<file path="src/rtl/irq_res_pkg.sv">
package irq_res_pkg;
  localparam int N_NMI     = 6;
  localparam int N_MSK     = 15;
  localparam int SEL_W     = 4;
  localparam int IDX_W     = 5;
  localparam int MSK_BASE  = N_NMI;
  localparam logic [SEL_W-1:0] SEL_RESET = 4'b0110;

  // Map a field code to a maskable slot; a result >= N_MSK means no promotion.
  function automatic logic [SEL_W-1:0] sel_to_slot(input logic [SEL_W-1:0] code);
    return code - SEL_RESET;
  endfunction
endpackage

</file>
<file path="src/rtl/irq_first_set.sv">
module irq_first_set #(
  parameter int W  = 15,
  parameter int OW = 5
) (
  input  logic [W-1:0]  vec,
  output logic          found,
  output logic [OW-1:0] pos
);
  always_comb begin
    found = |vec;
    pos   = '0;
    for (int i = W - 1; i >= 0; i--) begin
      if (vec[i]) pos = OW'(i);
    end
  end
endmodule

</file>
<file path="src/rtl/irq_sel_reg.sv">
module irq_sel_reg #(
  parameter int                SEL_W     = 4,
  parameter logic [SEL_W-1:0]  SEL_RESET = 4'b0110
) (
  input  logic             clk,
  input  logic             rst_n,
  input  logic             we,
  input  logic [SEL_W-1:0] wdata,
  input  logic             gmask,
  output logic [SEL_W-1:0] sel_q
);
  always_ff @(posedge clk or negedge rst_n) begin
    if (!rst_n)            sel_q <= SEL_RESET;
    else if (we && gmask)  sel_q <= wdata;
  end

  // a write while masked is taken
  assert_wr_take_R7: assert property (@(posedge clk) disable iff (!rst_n)
    (we && gmask) |=> (sel_q == $past(wdata)));

  // a write while unmasked is dropped
  assert_wr_drop_R8: assert property (@(posedge clk) disable iff (!rst_n)
    (we && !gmask) |=> $stable(sel_q));

  // no write, no change
  assert_sel_hold_R1: assert property (@(posedge clk) disable iff (!rst_n)
    (!we) |=> $stable(sel_q));
endmodule

</file>
<file path="src/rtl/irq_resolver.sv">
module irq_resolver
  import irq_res_pkg::*;
#(
  parameter int NN = N_NMI,
  parameter int NM = N_MSK,
  parameter int SW = SEL_W,
  parameter int IW = IDX_W
) (
  input  logic          clk,
  input  logic          rst_n,
  input  logic [NN-1:0] nmi_req,
  input  logic [NM-1:0] msk_req,
  input  logic [NM-1:0] msk_en,
  input  logic          gmask,
  input  logic          sel_we,
  input  logic [SW-1:0] sel_wdata,
  output logic [SW-1:0] sel_q,
  output logic          win_valid,
  output logic [IW-1:0] win_idx
);
  localparam logic [IW-1:0] BASE = IW'(NN);

  logic [NM-1:0] eligible;
  logic [NM-1:0] promo_oh;
  logic [SW-1:0] slot;
  logic          nmi_found, msk_found, promo_hit;
  logic [IW-1:0] nmi_pos, msk_pos, promo_pos;

  irq_sel_reg #(.SEL_W(SW), .SEL_RESET(SW'(SEL_RESET))) u_sel (
    .clk(clk), .rst_n(rst_n), .we(sel_we), .wdata(sel_wdata),
    .gmask(gmask), .sel_q(sel_q)
  );

  assign eligible = msk_req & msk_en & {NM{~gmask}};
  assign slot     = sel_to_slot(sel_q);

  for (genvar k = 0; k < NM; k++) begin : g_promo
    assign promo_oh[k] = (slot == SW'(k));
  end

  irq_first_set #(.W(NN), .OW(IW)) u_nmi (
    .vec(nmi_req), .found(nmi_found), .pos(nmi_pos));
  irq_first_set #(.W(NM), .OW(IW)) u_msk (
    .vec(eligible), .found(msk_found), .pos(msk_pos));
  irq_first_set #(.W(NM), .OW(IW)) u_pro (
    .vec(eligible & promo_oh), .found(promo_hit), .pos(promo_pos));

  always_comb begin
    win_valid = nmi_found | msk_found;
    if (nmi_found)      win_idx = nmi_pos;
    else if (promo_hit) win_idx = BASE + promo_pos;
    else if (msk_found) win_idx = BASE + msk_pos;
    else                win_idx = '0;
  end

  // any non-maskable request wins over all maskable ones
  assert_nmi_first_R2: assert property (@(posedge clk) disable iff (!rst_n)
    (|nmi_req) |-> (win_valid && (win_idx < BASE) && nmi_req[win_idx[2:0]]));

  // the global mask blocks every maskable source
  assert_gmask_block_R3: assert property (@(posedge clk) disable iff (!rst_n)
    (gmask && !(|nmi_req)) |-> !win_valid);

  // idle output reads zero
  assert_idle_R9: assert property (@(posedge clk) disable iff (!rst_n)
    (!win_valid) |-> (win_idx == '0));

  // a maskable winner is pending, enabled and unmasked at its own index
  assert_msk_winner_R6: assert property (@(posedge clk) disable iff (!rst_n)
    (win_valid && win_idx >= BASE) |->
      (!gmask && ((((msk_req & msk_en) >> (win_idx - BASE)) & NM'(1)) != '0)));
endmodule

</file>
<file path="config.mk">
export PLATFORM = sky130hd
export DESIGN_NAME = irq_resolver
export DESIGN_NICKNAME = d
export VERILOG_FILES = /design/src/rtl/irq_res_pkg.sv /design/src/rtl/irq_first_set.sv /design/src/rtl/irq_sel_reg.sv /design/src/rtl/irq_resolver.sv
export SDC_FILE = /design/constraint.sdc
export NUM_CORES = 1
export LEC_CHECK = 0
export ABC_AREA = 0
export BUFFER_PORTS_ARGS = -buffer_cell sky130_fd_sc_hd__buf_2
export CAP_MARGIN = 10
export CORE_ASPECT_RATIO = 0.9
export CORE_UTILIZATION = 41
export CTS_CLUSTER_DIAMETER = 40
export DETAILED_ROUTE_END_ITERATION = 16
export PLACE_DENSITY_LB_ADDON = 0.25
export SLEW_MARGIN = 15
export SYNTH_ARGS = -nofsm -noshare
export SYNTH_HDL_FRONTEND = slang
export SYNTH_SLANG_ARGS = --single-unit
</file>
<file path="constraint.sdc">
create_clock -name clk -period 3.6 [get_ports clk]
set_input_delay 1.08 -clock clk [delete_from_list [all_inputs] [get_ports clk]]
set_output_delay 1.08 -clock clk [all_outputs]
set_load 0.01 [all_outputs]
</file>
==> impl_results.md <==
- Slowest CP cell: mux2_4
- Critical path depth: 10
- Slew headroom: 73.0%
- Final wirelength: 4150 um
- Post-Synthesis Cells: 135
- Area Overhead vs Synth: 84.1%
- Clk buf depth: 2
- CTS H-tree lvls: 1
- # Max-Cap Violations: 0
- PD cells: 244 mW/mm^2
- Min Tclk post-route: 3990 ps
- Design Area, Final: ~0.0019 mm^2
- Async set or reset register ratio after synthesis: 100%
- CTS Buf Count: 3
- Slew Viols, Final: 0
- Drc violations: 0
- Final TNS setup: -951 ps
- Mux share of post-synthesis cell area: 9.17%
- Starting density of the core: 45.0%
- Synth cell count leaders: 21 x nand2_1, 12 x nand3_1, 10 x nor2_1
- Top reg by flops: u_sel.sel_q
- Routability Congestion: 0.854
- Crit Path Class: input pin to output port
- Via count: 1541
- Die H: 49.1 um
- Reg clk slew, reported paths: 40 ps
- Most frequent cell after synthesis: nand2_1
- Vias in the first global route: 1440
- Period Utilization, post-route: 111%
- CP delay by family, top: compound AO/OA/AOI/OAI gates
- Worst-Margin Slew: about 400 ps
- Synth cell types: 52
- Status: finished, violations left
- Sink Count: 4
- Port Buf Inserts: 53
- Ratio of cells with drive above 1 in the final layout: ~60%
- Die area: 0.00267 mm^2
- Peak supply drop: 0.312 mV
- Worst endpoint required time: between 2000 and 3000 ps
- Initial antenna violation count: 0
- Reg2reg path depth: 2
- Main area contributors after synthesis: nand2_1 7.8%, nand3_1 5.9%, dfstp_2 5.2%
- RSZ-0062 raised after global routing: yes
- Post-synthesis sequential area ratio: 10.2%
- Worst setup EP type: output port
- Failing checks: setup timing
- Min-delay worst type: register to register
- Max FFs per register: 4
- Max incr delay on CP: around 270 ps
- Worst-path cell chain: buf_6 -> a22oi_2 -> nand2_1 -> o211ai_1 -> nand3_1 -> ha_4 -> or2_4 -> mux2_4 -> a21oi_4 -> buf_6
- Largest regs: u_sel.sel_q (4)
- Hold Slack: 635 ps
- CP startpoint kind: input pin
- Post-route clock skew: 0 ps
- GRT Total Usage: between 30 and 40%
- Largest net degree at the start of global routing: 18
- Chip Width: 54.3 um
- Largest family of logic cells by synthesized area: compound AO/OA/AOI/OAI gates
- FMAX: about 250 MHz
- Adder-Cell Fraction of Synth Area: under 10%
- Post-synth top area share: 7.81%
- Layout Nets: between 200 and 300
- Hold path depth: 1
- TritonCTS clock tree: done
- Initial DRT Pass Iterations: 5
- # IOs: 54
- Global-route wire length before repair: 5890 um
- Post-synth EDFFs: 0
- Drt first-iter violations: 52
- Detailed Place HPWL: 3120 um
- Remaining Overflow, GRT: 0
- Syn avg cell area: between 7 and 8 um^2
- Row count: 16
- Static Leak: 0.845 nW
- Clk root buf: clkbuf_4
- Yosys top cell by area: nand2_1
- Crit-path max FO: 3
- Main flop type after synthesis: dfstp_2
- Crit-path most repeated cell: buf_6
- Synth Area in Compound Gates: 37.7%
- Worst Path Buf+Inv: 2
- Routed len/inst: between 15 and 20 um
- Vias/cell: 6.09
- Post-synthesis register bit count: 4
- Synth Net Count: 182
- Fin. Hold Viols: 0
- Antenna Violating Nets Remaining: 0
- Worst Slack Setup Final: -386 ps
- Endpoints failing setup: 4
- Core area: 0.00224 mm^2
- Post-synthesis cell area: 0.00101 mm^2
- Ys Warns: 0
- Arrival @ worst endpoint: 2910 ps
- Diode count: 0
- Clk Latency, worst-skew pair: 230 ps
- Post-synthesis xor/xnor area fraction: roughly 2.5%
- Synth Area in Simple Gates: 33.6%
- Placed cell area: 0.00160 mm^2
==> timing repair <==
| action | CTS | global route |
|---|---|---|
| hold buffers | 0 | 0 |
| setup buffers | 3 | 1 |
| pin swaps | 15 | 20 |
| endpoints found under the setup margin | 4 | 5 |
| gates cloned | 0 | 0 |
| gates resized for setup | 14 | 35 |
==> final timing paths <==
kind,to,from,slack [ps]
worst max-delay path,win_idx[2],msk_req[9],-390
worst min-delay path,u_sel.sel_q[2],u_sel.sel_q[2],630
worst max register to register,u_sel.sel_q[1],u_sel.sel_q[1],2620
worst min register to register,u_sel.sel_q[2],u_sel.sel_q[2],630
max in group asynchronous,u_sel.sel_q[1],rst_n,2750
min in group asynchronous,u_sel.sel_q[0],rst_n,650
==> area by class of cell <==
class | instances | area (um^2)
Multi-Input combinational cell | 125 | 1000
Timing Repair Buffer | 92 | 691
Fill cell | 149 | 383
Sequential cell | 4 | 103
Tap cell | 27 | 33.8
Clock buffer | 3 | 22.5
Inverter | 2 | 7.51
==> layout by cell type, fill, tap and decap left out, types with 6 or more instances in the layout <==
master    netlist  layout
nand3_1        12      10
nand2_1        21      16
buf_2           2      35
buf_6           0      18
nor2_1         10       9
buf_4           2      37
o211ai_1        6       6
==> metal layers <==
| metal | vias to the layer above | track usage [%] | part of all wire, % |
|---|---|---|---|
| li1 | 720 | - | - |
| met1 | 692 | 34.8 | 36 |
| met2 | 103 | 53.9 | 51 |
| met3 | 26 | 4.67 | 8.2 |
| met4 | 0 | 10.3 | 4.3 |
| met5 | - | 0 | 0 |
==> cells by family (layout without fill, tap and decap cells) <==
logic type / count (synthesis) / in the layout
compound gates: 49 / 49
xor+xnor: 2 / 2
fa+ha+maj: 3 / 3
buf+inv: 6 / 97
flops: 4 / 4
mux: 7 / 7
simple gates: 64 / 64
==> per-stage QoR <==
step                setup slack, ps  total power, mW  std cells  util, %
floorplan                     -65.7            0.232        135        -
global placement               -345            0.335        246     71.5
detailed placement             -424            0.349        246     71.5
CTS                            -354            0.425        252     76.5
global route                   -472            0.485        253     82.9
finish                         -386            0.453        253     82.9
==> power breakdown <==
group | switching, mW | total, mW | internal, mW
Clock | 0.0173 | 0.0545 | 0.0372
Combinational | 0.166 | 0.335 | 0.169
Sequential | 0.00909 | 0.0635 | 0.0544
Total | 0.192 | 0.453 | 0.260
(Power assumes the default switching activity.)
